$ cat config.mk
export PLATFORM = sky130hd
export DESIGN_NAME = tdm_cascade_tx
export DESIGN_NICKNAME = d
export VERILOG_FILES = /design/src/rtl/tdm_tx_pkg.sv /design/src/rtl/tdm_clk_edges.sv /design/src/rtl/tdm_frame_fsm.sv /design/src/rtl/tdm_shift_path.sv /design/src/rtl/tdm_cascade_tx.sv
export SDC_FILE = /design/constraint.sdc
export NUM_CORES = 1
export LEC_CHECK = 0
export ABC_AREA = 1
export ABC_CLOCK_PERIOD_IN_PS = 9000
export BUFFER_PORTS_ARGS = -buffer_cell sky130_fd_sc_hd__buf_2
export CAP_MARGIN = 10
export CORE_ASPECT_RATIO = 1.75
export CORE_MARGIN = 3
export CORE_UTILIZATION = 36
export CTS_CLUSTER_DIAMETER = 40
export CTS_CLUSTER_SIZE = 16
export DETAILED_ROUTE_END_ITERATION = 10
export PLACE_DENSITY_LB_ADDON = 0.12
export SLEW_MARGIN = 0
export SYNTH_ARGS = -nofsm -noshare
export SYNTH_HDL_FRONTEND = slang
export SYNTH_HIERARCHICAL = 1
export SYNTH_SLANG_ARGS = --single-unit
$ cat constraint.sdc
create_clock -name clk -period 9 [get_ports clk]
set_input_delay 0.9 -clock clk [delete_from_list [all_inputs] [get_ports clk]]
set_output_delay 0.9 -clock clk [all_outputs]
set_load 0.05 [all_outputs]
$ cat src/rtl/tdm_tx_pkg.sv
package tdm_tx_pkg;

    typedef enum logic [1:0] {
        PROTO_I2S = 2'b00,
        PROTO_LJ  = 2'b01,
        PROTO_RSV = 2'b10,
        PROTO_DSP = 2'b11
    } proto_e;

    typedef enum logic [1:0] {
        ST_WAIT  = 2'd0,
        ST_ARM   = 2'd1,
        ST_SHIFT = 2'd2
    } tx_state_e;

    typedef struct packed {
        logic       casc;
        logic       bclk_inv;
        logic       pol;
        logic [2:0] wl;
        proto_e     proto;
    } ctrl_t;

    function automatic int word_bits(input logic [2:0] code);
        case (code)
            3'b001:  return 20;
            3'b010:  return 18;
            3'b011:  return 16;
            3'b100:  return 32;
            default: return 24;
        endcase
    endfunction

endpackage

$ cat src/rtl/tdm_clk_edges.sv
module tdm_clk_edges #(
    parameter int SYNC_STAGES = 2
) (
    input  logic clk,
    input  logic rst_n,
    input  logic bclk,
    input  logic lrck,
    input  logic bclk_inv,
    output logic launch,
    output logic capture,
    output logic lrck_now
);
    logic [SYNC_STAGES-1:0] bsync;
    logic [SYNC_STAGES-1:0] lsync;
    logic                   bprev;
    logic                   eff_now;
    logic                   eff_prev;

    always_ff @(posedge clk or negedge rst_n) begin
        if (!rst_n) begin
            bsync <= '0;
            lsync <= '0;
            bprev <= 1'b0;
        end else begin
            bsync <= {bsync[SYNC_STAGES-2:0], bclk};
            lsync <= {lsync[SYNC_STAGES-2:0], lrck};
            bprev <= bsync[SYNC_STAGES-1];
        end
    end

    assign eff_now  = bsync[SYNC_STAGES-1] ^ bclk_inv;
    assign eff_prev = bprev ^ bclk_inv;
    assign launch   = eff_prev & ~eff_now;
    assign capture  = ~eff_prev & eff_now;
    assign lrck_now = lsync[SYNC_STAGES-1];

endmodule

$ cat src/rtl/tdm_frame_fsm.sv
module tdm_frame_fsm
    import tdm_tx_pkg::*;
(
    input  logic   clk,
    input  logic   rst_n,
    input  logic   launch,
    input  logic   lrck_now,
    input  proto_e proto,
    input  logic   pol,
    output logic   load_now,
    output logic   shift_now,
    output logic   latch_now,
    output logic   sel_left,
    output logic   is_dsp,
    output logic   rsv
);
    tx_state_e state_q;
    tx_state_e state_d;
    logic      lrck_d;
    logic      start;
    logic      delayed;

    always_ff @(posedge clk or negedge rst_n) begin
        if (!rst_n)      lrck_d <= 1'b0;
        else if (launch) lrck_d <= lrck_now;
    end

    assign is_dsp   = (proto == PROTO_DSP);
    assign rsv      = (proto == PROTO_RSV);
    assign start    = is_dsp ? (lrck_now & ~lrck_d) : (lrck_now ^ lrck_d);
    assign sel_left = ((proto == PROTO_LJ) ? lrck_now : ~lrck_now) ^ pol;
    assign delayed  = is_dsp ? ~pol : (proto == PROTO_I2S);

    // state register
    always_ff @(posedge clk or negedge rst_n) begin
        if (!rst_n) state_q <= ST_WAIT;
        else        state_q <= state_d;
    end

    // next state
    always_comb begin
        state_d = state_q;
        if (launch) begin
            if (rsv)                   state_d = ST_WAIT;
            else if (start)            state_d = delayed ? ST_ARM : ST_SHIFT;
            else if (state_q == ST_ARM) state_d = ST_SHIFT;
        end
    end

    // outputs
    always_comb begin
        load_now  = 1'b0;
        shift_now = 1'b0;
        latch_now = launch & ~rsv & start & (is_dsp | sel_left);
        if (launch && !rsv) begin
            unique case (state_q)
                ST_WAIT: begin
                    load_now  = start & ~delayed;
                    shift_now = start & delayed;
                end
                ST_ARM: begin
                    load_now  = ~start | ~delayed;
                    shift_now = start & delayed;
                end
                ST_SHIFT: begin
                    load_now  = start & ~delayed;
                    shift_now = ~(start & ~delayed);
                end
                default: begin
                    load_now  = 1'b0;
                    shift_now = 1'b0;
                end
            endcase
        end
    end

    assert_arm_then_load_R3: assert property (@(posedge clk) disable iff (!rst_n)
        (launch && state_q == ST_ARM && !rsv && !start) |=> (state_q == ST_SHIFT));

    assert_rsv_to_wait_R10: assert property (@(posedge clk) disable iff (!rst_n)
        (launch && rsv) |=> (state_q == ST_WAIT));

endmodule

$ cat src/rtl/tdm_shift_path.sv
module tdm_shift_path
    import tdm_tx_pkg::*;
#(
    parameter int MAX_W = 32
) (
    input  logic             clk,
    input  logic             rst_n,
    input  logic             capture,
    input  logic             chain_in,
    input  logic             casc,
    input  logic [2:0]       wl_code,
    input  logic             latch_now,
    input  logic             load_now,
    input  logic             shift_now,
    input  logic             rsv,
    input  logic             is_dsp,
    input  logic             sel_left,
    input  logic [MAX_W-1:0] left_smp,
    input  logic [MAX_W-1:0] right_smp,
    output logic             sdata
);
    localparam int SR_W  = 2 * MAX_W;
    localparam int IDX_W = $clog2(SR_W);

    logic [MAX_W-1:0] hold_l, hold_r;
    logic [MAX_W-1:0] src_l, src_r, first_w, second_w, first_j, second_j;
    logic [SR_W-1:0]  sr, ld_vec;
    logic [IDX_W-1:0] w, rsh, tap, tap_m1;
    logic [IDX_W:0]   two_w;
    logic             chain_q;

    assign w      = IDX_W'(word_bits(wl_code));
    assign two_w  = {w, 1'b0};
    assign tap    = two_w[IDX_W-1:0] - IDX_W'(1);
    assign tap_m1 = tap - IDX_W'(1);
    assign rsh    = IDX_W'(MAX_W) - w;

    assign src_l    = latch_now ? left_smp  : hold_l;
    assign src_r    = latch_now ? right_smp : hold_r;
    assign first_w  = (is_dsp || sel_left) ? src_l : src_r;
    assign second_w = is_dsp ? src_r : '0;
    assign first_j  = first_w >> rsh;
    assign second_j = second_w >> rsh;
    assign ld_vec   = ({{MAX_W{1'b0}}, first_j} << w) | {{MAX_W{1'b0}}, second_j};

    always_ff @(posedge clk or negedge rst_n) begin
        if (!rst_n) begin
            hold_l  <= '0;
            hold_r  <= '0;
            chain_q <= 1'b0;
            sr      <= '0;
            sdata   <= 1'b0;
        end else begin
            if (latch_now) begin
                hold_l <= left_smp;
                hold_r <= right_smp;
            end
            if (capture) chain_q <= casc & chain_in;
            if (load_now)       sr <= ld_vec;
            else if (shift_now) sr <= {sr[SR_W-2:0], chain_q};
            if (rsv)            sdata <= 1'b0;
            else if (load_now)  sdata <= ld_vec[tap];
            else if (shift_now) sdata <= sr[tap_m1];
        end
    end

    assert_hold_stable_R9: assert property (@(posedge clk) disable iff (!rst_n)
        !latch_now |=> ($stable(hold_l) && $stable(hold_r)));

    assert_no_load_and_shift_R2: assert property (@(posedge clk) disable iff (!rst_n)
        !(load_now && shift_now));

endmodule

$ cat src/rtl/tdm_cascade_tx.sv
module tdm_cascade_tx
    import tdm_tx_pkg::*;
#(
    parameter int MAX_W       = 32,
    parameter int SYNC_STAGES = 2
) (
    input  logic             clk,
    input  logic             rst_n,
    input  logic             bclk,
    input  logic             lrck,
    input  logic             chain_in,
    input  logic [MAX_W-1:0] left_smp,
    input  logic [MAX_W-1:0] right_smp,
    input  logic [7:0]       ctrl,
    output logic             sdata
);
    ctrl_t cfg;
    logic  launch, capture, lrck_now;
    logic  load_now, shift_now, latch_now, sel_left, is_dsp, rsv;

    assign cfg = ctrl_t'(ctrl);

    tdm_clk_edges #(.SYNC_STAGES(SYNC_STAGES)) u_edges (
        .clk      (clk),
        .rst_n    (rst_n),
        .bclk     (bclk),
        .lrck     (lrck),
        .bclk_inv (cfg.bclk_inv),
        .launch   (launch),
        .capture  (capture),
        .lrck_now (lrck_now)
    );

    tdm_frame_fsm u_fsm (
        .clk       (clk),
        .rst_n     (rst_n),
        .launch    (launch),
        .lrck_now  (lrck_now),
        .proto     (cfg.proto),
        .pol       (cfg.pol),
        .load_now  (load_now),
        .shift_now (shift_now),
        .latch_now (latch_now),
        .sel_left  (sel_left),
        .is_dsp    (is_dsp),
        .rsv       (rsv)
    );

    tdm_shift_path #(.MAX_W(MAX_W)) u_path (
        .clk       (clk),
        .rst_n     (rst_n),
        .capture   (capture),
        .chain_in  (chain_in),
        .casc      (cfg.casc),
        .wl_code   (cfg.wl),
        .latch_now (latch_now),
        .load_now  (load_now),
        .shift_now (shift_now),
        .rsv       (rsv),
        .is_dsp    (is_dsp),
        .sel_left  (sel_left),
        .left_smp  (left_smp),
        .right_smp (right_smp),
        .sdata     (sdata)
    );

    assert_rsv_silent_R10: assert property (@(posedge clk) disable iff (!rst_n)
        (cfg.proto == PROTO_RSV) |=> !sdata);

    assert_edge_only_R11: assert property (@(posedge clk) disable iff (!rst_n)
        (!launch && cfg.proto != PROTO_RSV) |=> $stable(sdata));

endmodule

==> out/qor.yml <==
critical_path:
  crit_fanout: 80
  crit_type: "input port to flip-flop"
  crit_required_ns: 9.33
  cp-end-kind: "flip-flop"
  critPathLaunchType: "input port"
  worstPathArrival_ns: 5.26
min_path:
  worstHoldPathType: "flip-flop to flip-flop"
timing:
  fin_worst_skew_ns: 0.00945
  fmax_ghz: 0.203
  rsz0062_at_grt: "false"
  period_needed_ns: 4.93
  drv_slew: 0
  hold_violations: 0
  fin_tns_setup_ns: 0
  max-slew-margin-rel: 0.335
  worst_slew_pin_slew_ns: 0.994
  fin_crit_sh: 0.548
  setup_violations: 0
  holdWs_ns: 0.349
grt:
  grt_start_max_net_pins: 90
  track_usage: 0.261
  grt_pass1_vias: 10700
  grt_pass1_wl_um: 61700
  antenna_found_initial: 0
  grt_overflow: 0
floorplanning:
  initial_core_util: 0.366
  coreArea_um2: 28000
  fp.dieW_um: 133
  num_io_pins: 78
  dieArea_um2: 30600
  fp-row-count: 81
  die_h_um: 229
place:
  gp_congestion: 0.949
  port_buffers: 77
  dp_hpwl_um: 29700
clock_network:
  clkSlewWorstSetupHoldPaths_ns: 0.06
  root_buffer: "clkbuf_16"
  clock_latency_ns: 0.44
  htreeDepth: 4
  tritoncts: "built"
  numClockSinks: 137
  cts_made_buffers: 17
  clock_path_buffers: 2
  hold_buffers: 0
  cts_setup_buffers: 0
  ctsResizeCount: 0
status:
  outcome: "finished clean"
yosys:
  syn_area_um2: 10200
  ys_seq_area_frac: 0.335
  synthDistinctLibCells: 50
  syn_nets: 1702
  syn_area_per_cell_um2: 6.31
  syn_inst: 1623
  ys_ff_latch: 137
  yosys_warnings: 6
layout:
  n_antenna_cell: 0
  final_common_cell: "nand2_1"
  area_growth_syn_to_layout_pct: 12.0
  final_cell_mix: "598 x nand2_1, 231 x nand3_1, 137 x dfrtp_1, 136 x o21ai_0, 114 x inv_1"
  finalNetCount: 1712
  drive_gt1_frac: 0.108
route:
  wirelength_um: 39700
  drt_iter0_drc: 849
  route.top_layer_used: "met4"
  vias: 11000
  wl_met2_um: 19400
  routedWlPerCell_um: 19.7
  ant_nets: 0
  routed_via_density: 5.43
  drc: 0
  met1_length_um: 15700
  dr_wl_met3_um: 1490
  drt_pass1_iterations: 5
power_and_ir_drop:
  power.density_nw_per_um2: 265
  vdd_drop_max_v: 0.000146
  p_leak_nw: 5.59
job:
  maxCapViolations: 0
==> report_power, final <==
group | switching [mW] | total (mW) | internal (mW)
combinational | 0.844 | 1.22 | 0.372
clock | 0.284 | 0.826 | 0.542
sequential | 0.120 | 1.00 | 0.881
total | 1.25 | 3.04 | 1.79
==> cell type report <==
cell class,count,area (um^2)
Tap cell,373,467
Inverter,130,489
Multi-Input combinational cell,1249,5830
Clock inverter,11,215
Fill cell,3112,16500
Sequential cell,137,3430
Clock buffer,21,470
Timing Repair Buffer,98,562
==> sequential cells by signal, indices dropped and copies added (netlist names) <==
signal          count
u_path/sr          63
u_edges/lsync       2
u_path/sdata        1
u_fsm/lrck_d        1
u_path/hold_l      32
u_path/chain_q      1
u_edges/bprev       1
u_edges/bsync       2
u_path/hold_r      32
u_fsm/state_q       2
==> cell families (layout without fill, tap and decap cells) <==
| logic type | Yosys count | after routing | synth area share |
|---|---|---|---|
| fa+ha+maj | 2 | 2 | 0.00244 |
| xor+xnor | 1 | 1 | 0.00269 |
| buf+inv | 237 | 260 | 0.0974 |
| simple gates | 955 | 955 | 0.392 |
| compound gates | 285 | 285 | 0.165 |
| flops | 137 | 137 | 0.335 |
| mux | 6 | 6 | 0.00587 |
==> cell usage after synthesis, drive strengths merged <==
library cell | count | area (um^2)
a21oi | 34 | 178
nor3 | 1 | 5.00
o22ai | 18 | 113
o221a | 3 | 33.8
o21ai | 158 | 806
a32oi | 1 | 8.76
a211o | 1 | 8.76
clkbuf | 37 | 139
nor2 | 85 | 334
or2 | 5 | 31.3
o311ai | 1 | 8.76
nand4 | 18 | 113
o21bai | 1 | 7.51
a41oi | 1 | 8.76
a31oi | 12 | 75.1
dfrtp | 137 | 3430
o211ai | 37 | 288
a22oi | 1 | 7.51
o31ai | 3 | 22.5
mux2i | 6 | 60.1
nor4 | 1 | 6.26
o221ai | 9 | 78.8
a211oi | 1 | 7.51
buf | 70 | 369
and2 | 4 | 25.0
a21o | 1 | 7.51
clkinv | 5 | 20.0
xnor2 | 1 | 27.5
nand3 | 233 | 1180
o2111ai | 2 | 17.5
ha | 2 | 25.0
o21a | 1 | 7.51
nand2 | 608 | 2310
inv | 125 | 469
==> critical path, stage by stage <==
cell and delay (ns):
buf_2 0.13, inv_2 0.06, nand2_1 0.05, nand2_1 0.05, nor2_1 0.26, inv_1 0.12, nor2_4 0.14, nand2_1 0.11
a21oi_4 0.15, buf_12 0.28, inv_2 0.14, buf_4 0.31, nand2_1 0.12, nand2_1 0.07, o21ai_0 0.57, o21ai_0 0.18
nand2_1 0.08, o21ai_1 0.08, or2_2 0.29, nand3_1 0.08, and2_1 0.28, nand4_1 0.25, nand3_1 0.18, nand3_1 0.08
o211ai_1 0.11, nand2_1 0.08
==> worst paths after layout <==
| check | from | endpoint | slack, ns | cells after the start |
|---|---|---|---|---|
| min in group asynchronous | rst_n | u_path/hold_r[6]$_DFF_PN0_ | 0.50 | 1 |
| min reg2reg | u_edges/lsync[0]$_DFF_PN0_ | u_edges/lsync[1]$_DFF_PN0_ | 0.35 | 0 |
| max in group asynchronous | rst_n | u_path/sr[8]$_DFFE_PN0P_ | 7.31 | 2 |
| min | u_edges/lsync[0]$_DFF_PN0_ | u_edges/lsync[1]$_DFF_PN0_ | 0.35 | 0 |
| max | ctrl[6] | u_path/sr[22]$_DFFE_PN0P_ | 4.07 | 26 |
| max reg2reg | u_edges/bsync[1]$_DFF_PN0_ | u_path/sr[22]$_DFFE_PN0P_ | 4.26 | 25 |
==> metal layers <==
layer  vias up  GRT usage
li1       5366          -
met1      5129      0.302
met2       369      0.443
met3       109     0.0319
met4         0      0.187
met5         -          0
==> metrics by stage <==
step                setup slack [ns]  std cells  utilization  area [um^2]  total power, mW
floorplan                       5.31       1623            -        10200             1.81
global placement                3.63       1987        0.385        10800             2.21
detailed placement              3.64       1987        0.385        10800             2.22
CTS                             4.10       2019        0.410        11500             3.06
global route                    3.64       2019        0.410        11500             3.27
finish                          4.07       2019        0.410        11500             3.04
Power figures use the tool's default switching activity.
